`config.mk`:
```
export PLATFORM = sky130hd
export DESIGN_NAME = page_xlat_cache
export DESIGN_NICKNAME = d
export VERILOG_FILES = /design/src/rtl/pxc_pkg.sv /design/src/rtl/pxc_match.sv /design/src/rtl/pxc_victim.sv /design/src/rtl/page_xlat_cache.sv
export SDC_FILE = /design/constraint.sdc
export NUM_CORES = 2
export LEC_CHECK = 0
export BUFFER_PORTS_ARGS = -buffer_cell sky130_fd_sc_hd__buf_2
export CAP_MARGIN = 0
export CORE_ASPECT_RATIO = 1.4
export CORE_UTILIZATION = 50
export DETAILED_ROUTE_END_ITERATION = 10
export GPL_ROUTABILITY_DRIVEN = 0
export PLACE_DENSITY = 0.66
export SYNTH_ARGS = -nofsm -noshare
export SYNTH_HDL_FRONTEND = slang
export SYNTH_SLANG_ARGS = --single-unit
```
`constraint.sdc`:
```
create_clock -name clk -period 7.5 [get_ports clk]
set_input_delay 0 -clock clk [delete_from_list [all_inputs] [get_ports clk]]
set_output_delay 0 -clock clk [all_outputs]
set_load 0.03 [all_outputs]
```
`src/rtl/pxc_pkg.sv`:
```
package pxc_pkg;

    // Outcome of the replacement choice for a refill
    typedef enum logic [1:0] {
        VR_FREE  = 2'd0,   // an empty slot exists
        VR_COLD  = 2'd1,   // a valid slot with a clear recently-used mark
        VR_SWEEP = 2'd2    // all marks set: clear all, take slot 0
    } victim_kind_e;

endpackage

```
`src/rtl/pxc_match.sv`:
```
module pxc_match #(
    parameter int ENTRIES = 16,
    parameter int VPN_W   = 20,
    localparam int IDX_W  = (ENTRIES > 1) ? $clog2(ENTRIES) : 1
) (
    input  logic [ENTRIES-1:0]            valid,
    input  logic [ENTRIES-1:0][VPN_W-1:0] tags,
    input  logic [VPN_W-1:0]              key,
    output logic [ENTRIES-1:0]            match,
    output logic                          any,
    output logic [IDX_W-1:0]              idx
);

    // One comparator per slot
    for (genvar g = 0; g < ENTRIES; g++) begin : g_cmp
        assign match[g] = valid[g] && (tags[g] == key);
    end

    assign any = |match;

    always_comb begin
        idx = '0;
        for (int i = ENTRIES - 1; i >= 0; i--) begin
            if (match[i]) idx = IDX_W'(i);
        end
    end

endmodule

```
`src/rtl/pxc_victim.sv`:
```
module pxc_victim
    import pxc_pkg::*;
#(
    parameter int ENTRIES = 16,
    localparam int IDX_W  = (ENTRIES > 1) ? $clog2(ENTRIES) : 1
) (
    input  logic [ENTRIES-1:0] valid,
    input  logic [ENTRIES-1:0] used,
    output logic [IDX_W-1:0]   idx,
    output victim_kind_e       kind
);

    logic [ENTRIES-1:0] free_v;
    logic [ENTRIES-1:0] cold_v;
    logic [IDX_W-1:0]   free_idx;
    logic [IDX_W-1:0]   cold_idx;

    assign free_v = ~valid;
    assign cold_v = valid & ~used;

    // Lowest-index picks for each candidate class
    always_comb begin
        free_idx = '0;
        cold_idx = '0;
        for (int i = ENTRIES - 1; i >= 0; i--) begin
            if (free_v[i]) free_idx = IDX_W'(i);
            if (cold_v[i]) cold_idx = IDX_W'(i);
        end
    end

    always_comb begin
        if (|free_v)      kind = VR_FREE;
        else if (|cold_v) kind = VR_COLD;
        else              kind = VR_SWEEP;
    end

    always_comb begin
        unique case (kind)
            VR_FREE:  idx = free_idx;
            VR_COLD:  idx = cold_idx;
            VR_SWEEP: idx = '0;
            default:  idx = '0;
        endcase
    end

endmodule

```
`src/rtl/page_xlat_cache.sv`:
```
module page_xlat_cache
    import pxc_pkg::*;
#(
    parameter int ENTRIES = 16,
    parameter int VA_W    = 32,
    parameter int PA_W    = 32,
    parameter int PAGE_W  = 12
) (
    input  logic                   clk,
    input  logic                   rst_n,
    input  logic                   lk_valid,
    input  logic [VA_W-1:0]        lk_vaddr,
    input  logic                   lk_write,
    output logic                   lk_hit,
    output logic                   lk_miss,
    output logic [PA_W-1:0]        lk_paddr,
    input  logic                   fill_valid,
    input  logic [VA_W-PAGE_W-1:0] fill_vpn,
    input  logic [PA_W-PAGE_W-1:0] fill_ppn,
    input  logic                   flush,
    output logic                   evict_valid,
    output logic [VA_W-PAGE_W-1:0] evict_vpn,
    output logic                   evict_dirty
);

    localparam int VPN_W = VA_W - PAGE_W;
    localparam int PPN_W = PA_W - PAGE_W;
    localparam int IDX_W = (ENTRIES > 1) ? $clog2(ENTRIES) : 1;

    // Slot state
    logic [ENTRIES-1:0]            valid_q;
    logic [ENTRIES-1:0]            used_q;
    logic [ENTRIES-1:0]            dirty_q;
    logic [ENTRIES-1:0][VPN_W-1:0] tag_q;
    logic [ENTRIES-1:0][PPN_W-1:0] ppn_q;

    // Lookup side
    logic [ENTRIES-1:0] lk_match;
    logic               lk_any;
    logic [IDX_W-1:0]   lk_idx;
    logic               serve;

    // Refill side
    logic [ENTRIES-1:0] fill_match;
    logic               fill_any;
    logic [IDX_W-1:0]   fill_idx;
    logic [IDX_W-1:0]   vic_idx;
    victim_kind_e       vic_kind;
    logic               do_fill;
    logic               fill_new;

    pxc_match #(.ENTRIES(ENTRIES), .VPN_W(VPN_W)) i_lk_match (
        .valid (valid_q),
        .tags  (tag_q),
        .key   (lk_vaddr[VA_W-1:PAGE_W]),
        .match (lk_match),
        .any   (lk_any),
        .idx   (lk_idx)
    );

    pxc_match #(.ENTRIES(ENTRIES), .VPN_W(VPN_W)) i_fill_match (
        .valid (valid_q),
        .tags  (tag_q),
        .key   (fill_vpn),
        .match (fill_match),
        .any   (fill_any),
        .idx   (fill_idx)
    );

    pxc_victim #(.ENTRIES(ENTRIES)) i_victim (
        .valid (valid_q),
        .used  (used_q),
        .idx   (vic_idx),
        .kind  (vic_kind)
    );

    // Action selection: flush > refill > lookup
    assign do_fill  = fill_valid && !flush;
    assign fill_new = do_fill && !fill_any;
    assign serve    = lk_valid && !fill_valid && !flush;

    // Lookup outputs
    always_comb begin
        lk_hit   = serve && lk_any;
        lk_miss  = serve && !lk_any;
        lk_paddr = '0;
        if (serve && lk_any) begin
            lk_paddr = {ppn_q[lk_idx], lk_vaddr[PAGE_W-1:0]};
        end
    end

    // Eviction report
    always_comb begin
        evict_valid = 1'b0;
        evict_vpn   = '0;
        evict_dirty = 1'b0;
        if (fill_new && valid_q[vic_idx]) begin
            evict_valid = 1'b1;
            evict_vpn   = tag_q[vic_idx];
            evict_dirty = dirty_q[vic_idx];
        end
    end

    // Status bits
    always_ff @(posedge clk) begin
        if (!rst_n) begin
            valid_q <= '0;
            used_q  <= '0;
            dirty_q <= '0;
        end else if (flush) begin
            valid_q <= '0;
            used_q  <= '0;
            dirty_q <= '0;
        end else if (fill_new) begin
            unique case (vic_kind)
                VR_SWEEP: used_q <= '0;
                VR_FREE, VR_COLD: ;
                default: ;
            endcase
            valid_q[vic_idx] <= 1'b1;
            used_q[vic_idx]  <= 1'b0;
            dirty_q[vic_idx] <= 1'b0;
        end else if (lk_hit) begin
            used_q[lk_idx] <= 1'b1;
            if (lk_write) dirty_q[lk_idx] <= 1'b1;
        end
    end

    // Translation payload (no reset needed; qualified by valid_q)
    always_ff @(posedge clk) begin
        if (do_fill) begin
            if (fill_any) begin
                ppn_q[fill_idx] <= fill_ppn;
            end else begin
                tag_q[vic_idx] <= fill_vpn;
                ppn_q[vic_idx] <= fill_ppn;
            end
        end
    end

    // ---------------- assertions ----------------
    a_r12_unique_lookup: assert property (@(posedge clk) disable iff (!rst_n)
        $onehot0(lk_match));

    a_r12_unique_fill: assert property (@(posedge clk) disable iff (!rst_n)
        $onehot0(fill_match));

    a_r2_miss_no_update: assert property (@(posedge clk) disable iff (!rst_n)
        lk_miss |=> $stable(valid_q) && $stable(used_q) && $stable(dirty_q));

    a_r3_hit_marks_used: assert property (@(posedge clk) disable iff (!rst_n)
        lk_hit |=> used_q[$past(lk_idx)]);

    a_r4_write_marks_dirty: assert property (@(posedge clk) disable iff (!rst_n)
        (lk_hit && lk_write) |=> dirty_q[$past(lk_idx)]);

    a_r5_free_no_evict: assert property (@(posedge clk) disable iff (!rst_n)
        (fill_new && !(&valid_q)) |-> !evict_valid);

    a_r7_sweep_clears: assert property (@(posedge clk) disable iff (!rst_n)
        (fill_new && (&valid_q) && (&used_q)) |=> (used_q == '0));

    a_r8_flush_empties: assert property (@(posedge clk) disable iff (!rst_n)
        flush |=> (valid_q == '0));

    a_r9_fill_blocks_lookup: assert property (@(posedge clk) disable iff (!rst_n)
        fill_valid |-> !lk_hit && !lk_miss);

    a_r10_inplace_keeps_valid: assert property (@(posedge clk) disable iff (!rst_n)
        (do_fill && fill_any) |=> $stable(valid_q));

    a_r11_idle_quiet: assert property (@(posedge clk) disable iff (!rst_n)
        !lk_valid |-> !lk_hit && !lk_miss && (lk_paddr == '0));

endmodule

```
==> load_flow_metrics.sql <==
INSERT INTO impl_metrics (metric_group, metric, value, unit) VALUES
('cells_and_area', 'finish.net_count', '3803', ''),
('grt', 'grt_usage', '38.64', '%'),
('setup_path', 'critPathMaxStageDelay', '0.70', 'ns'),
('sta', 'totalNegativeSetupSlack', '0', 'ns'),
('logic_synthesis', 'synthMostInstantiatedCell', 'sky130_fd_sc_hd__edfxtp_1', ''),
('sta', 'finalWorstPathRequiredPeriod', '6.186', 'ns'),
('placement', 'place_hpwl', '104900', 'um'),
('logic_synthesis', 'synth_compound_gate_area_share', '7.693', '%'),
('logic_synthesis', 'combinational_family_with_the_most_area_after_synthesis', 'simple AND/OR/NAND/NOR gates', ''),
('logic_synthesis', 'count_of_state_elements_after_synthesis', '688', ''),
('pwr', 'peakVddDrop', '0.0002114', 'V'),
('routing', 'route.detailed.vias_per_inst', '6.523', ''),
('setup_path', 'worstSetupStartpoint', 'tag_q[55]', ''),
('cts', 'cts_tree', 'yes', ''),
('hold_path', 'worst_hold_path.num_cells', '2', ''),
('sta', 'rsz0062_at_grt', 'false', ''),
('hold_path', 'timing.hold.worst.start', 'fill_vpn[14]', ''),
('floorplanning', 'core', '77670', 'sq um'),
('sta', 'hold_viol_final', '0', ''),
('cts', 'clk_root_buffer_cell', 'sky130_fd_sc_hd__clkbuf_16', ''),
('sta', 'min_period_over_period', '82.48', '%'),
('cts', 'worst_setup_hold_path_clk_slew', '0.07', 'ns'),
('cells_and_area', 'layout-area-overhead-vs-synth', '11.18', '%'),
('floorplanning', 'floorplan.initialDensity', '50.51', '%'),
('logic_synthesis', 'synth_xor_xnor_area_share', '14.33', '%'),
('floorplanning', 'boundaryPins', '134', ''),
('cts', 'cts_resized', '0', ''),
('grt', 'number_of_global_route_vias_before_repair', '30790', ''),
('logic_synthesis', 'synth.distinct_cells', '87', ''),
('routing', 'dr_total_vias', '31480', ''),
('sta', 'max_slew.worst_pin.slew', '1.378', 'ns'),
('cts', 'cts_setup_buffers', '0', ''),
('logic_synthesis', 'ys.flop_type', 'sky130_fd_sc_hd__edfxtp_1', ''),
('cts', 'worstSkewPairLatency', '0.65', 'ns'),
('grt', 'grt_start_max_net_pins', '89', ''),
('setup_path', 'reg2reg_depth', '11', ''),
('run_status', 'run_status', 'completed', ''),
('setup_path', 'worstReg2RegStart', 'tag_q[242]', ''),
('setup_path', 'worstSetupPathType', 'register to output pin', ''),
('sta', 'slew_headroom', '7.706', '%'),
('sta', 'final-setup-viol-count', '0', ''),
('logic_synthesis', 'synthesis.area', '39230', 'sq um'),
('sta', 'timing.final.ws_setup', '1.314', 'ns'),
('setup_path', 'startpoint_type', 'register', ''),
('logic_synthesis', 'synth.top_cells.by_count', '640 x sky130_fd_sc_hd__edfxtp_1, 493 x sky130_fd_sc_hd__xnor2_1, 457 x sky130_fd_sc_hd__nand2_1', ''),
('routing', 'drt_drc_violations_left', '0', ''),
('routing', 'wirelength', '154700', 'um'),
('floorplanning', 'die_boundary_height', '333.4', 'um'),
('grt', 'grt_overflow', '0', ''),
('routing', 'avgRoutedWirePerCell', '32.06', 'um'),
('setup_path', 'critical_path_depth', '12', ''),
('grt', 'grt_first_pass_wirelength', '218000', 'um'),
('routing', 'detailedRoute.firstPassIterationCount', '6', ''),
('logic_synthesis', 'synth-seq-area-share', '51.44', '%'),
('placement', 'pre_cts_slack', '2.129', 'ns'),
('hold_path', 'min-delay-path-class', 'primary input to register', ''),
('logic_synthesis', 'synth.top_cell.area_share', '48.99', '%'),
('logic_synthesis', 'post_synth_fa_ha_maj_area_fraction', '0', '%'),
('placement', 'io_buffer_count', '133', ''),
('routing', 'dr.first_iter.drc_count', '4065', ''),
('floorplanning', 'die_w', '238.7', 'um'),
('setup_path', 'cp_data_required_time', '7.50', 'ns'),
('logic_synthesis', 'synth_top_area_cell', 'sky130_fd_sc_hd__edfxtp_1', ''),
('setup_path', 'critical_path.n_buffers_inverters', '1', ''),
('pwr', 'power.leakage', '14.07', 'nW'),
('setup_path', 'timing.critical_path.max_delay_family', 'simple AND/OR/NAND/NOR gates', ''),
('logic_synthesis', 'synthesis.area_per_instance', '10.73', 'sq um'),
('cells_and_area', 'post_route_cells_drive_above_1_share', '11.17', '%'),
('logic_synthesis', 'total_number_of_yosys_warnings', '0', ''),
('cts', 'numClockSinks', '688', ''),
('cts', 'cts_htree_levels', '3', '');
worst paths after layout:
check / slack (ns) / to
max reg2reg: 1.64 / ppn_q[124]
min: 0.05 / tag_q[294]
max: 1.31 / lk_paddr[13]
min reg2reg: 0.48 / dirty_q[8]
layer usage:
layer / share of wire [%] / track usage, %
met5: 0.028 / 0.1237
met4: 10 / 33.72
met3: 11 / 9.543
met2: 46 / 61.53
met1: 33 / 42.99
what timing repair did:
item                                   CTS  global route
hold buffers                            44             0
endpoints found under the hold margin  472             0
setup endpoints to repair                0             0
sequential cells by signal, indices dropped and copies added, names as in the netlist:
register  cells
ppn_q       320
tag_q       320
dirty_q      16
used_q       16
valid_q      16
where the power goes:
| part | internal (mW) | total (mW) | switching, mW |
|---|---|---|---|
| clock network | 1.94 | 3.51 | 1.56 |
| registers | 4.17 | 4.19 | 0.0118 |
| logic | 0.194 | 0.569 | 0.375 |
cell usage in the layout (no fill, tap or decap), types with 13 or more instances in the layout:
cell / count
sky130_fd_sc_hd__or2_2: 15
sky130_fd_sc_hd__a311o_1: 21
sky130_fd_sc_hd__nor2b_1: 212
sky130_fd_sc_hd__a31oi_1: 29
sky130_fd_sc_hd__dlygate4sd3_1: 44
sky130_fd_sc_hd__edfxtp_1: 640
sky130_fd_sc_hd__dfxtp_1: 48
sky130_fd_sc_hd__xor2_1: 149
sky130_fd_sc_hd__buf_2: 133
sky130_fd_sc_hd__mux2i_1: 96
sky130_fd_sc_hd__buf_4: 91
sky130_fd_sc_hd__and2_1: 153
sky130_fd_sc_hd__nand4_1: 171
sky130_fd_sc_hd__inv_1: 19
sky130_fd_sc_hd__clkbuf_16: 76
sky130_fd_sc_hd__nor4_1: 78
sky130_fd_sc_hd__o21ai_0: 46
sky130_fd_sc_hd__nand3_1: 163
sky130_fd_sc_hd__clkbuf_1: 13
sky130_fd_sc_hd__and3_1: 72
sky130_fd_sc_hd__nand2b_1: 26
sky130_fd_sc_hd__xnor2_1: 493
sky130_fd_sc_hd__o211ai_1: 25
sky130_fd_sc_hd__nor2_1: 78
sky130_fd_sc_hd__a311oi_1: 42
sky130_fd_sc_hd__nor2_2: 23
sky130_fd_sc_hd__a21oi_1: 55
sky130_fd_sc_hd__a22oi_1: 14
sky130_fd_sc_hd__nand2_1: 457
cell families after synthesis:
logic type      after synthesis
simple gates               1526
flops                       688
xor+xnor                    642
compound gates              405
buf+inv                     290
mux                         104
layout make-up:
cell class | count | area, sq um
Antenna cell | 3 | 7.507
Clock buffer | 91 | 1978
Clock inverter | 34 | 255.2
Fill cell | 6694 | 34050
Inverter | 19 | 71.32
Multi-Input combinational cell | 2677 | 18010
Sequential cell | 688 | 20180
Tap cell | 1045 | 1308
Timing Repair Buffer | 269 | 1809
worst reg2reg max path, stage by stage (launching register included):
cell and delay [ns]:
sky130_fd_sc_hd__edfxtp_1 0.44, sky130_fd_sc_hd__xnor2_1 0.50, sky130_fd_sc_hd__nand4_1 0.21, sky130_fd_sc_hd__nor4_1 1.12, sky130_fd_sc_hd__nand2_1 0.17, sky130_fd_sc_hd__a21boi_0 0.18
sky130_fd_sc_hd__o21ai_0 0.19, sky130_fd_sc_hd__a21boi_0 0.23, sky130_fd_sc_hd__o211ai_1 0.41, sky130_fd_sc_hd__nor2b_1 0.38, sky130_fd_sc_hd__a2bb2o_1 0.70, sky130_fd_sc_hd__and2_1 0.92
through the flow:
step                power, mW  instance area (sq um)  utilization (%)  hold slack (ns)  cells
floorplan               4.591                  39230                -          0.09887   3655
global placement        4.790                  40930            52.70           0.3144   4654
detailed placement      4.794                  40930            52.70           0.3211   4654
CTS                     8.247                  43600            56.14          0.02133   4823
global route            8.428                  43610            56.15         0.008283   4823
finish                  8.262                  43610            56.16          0.05108   4826
Note: power is estimated with default switching activity, not from simulation.
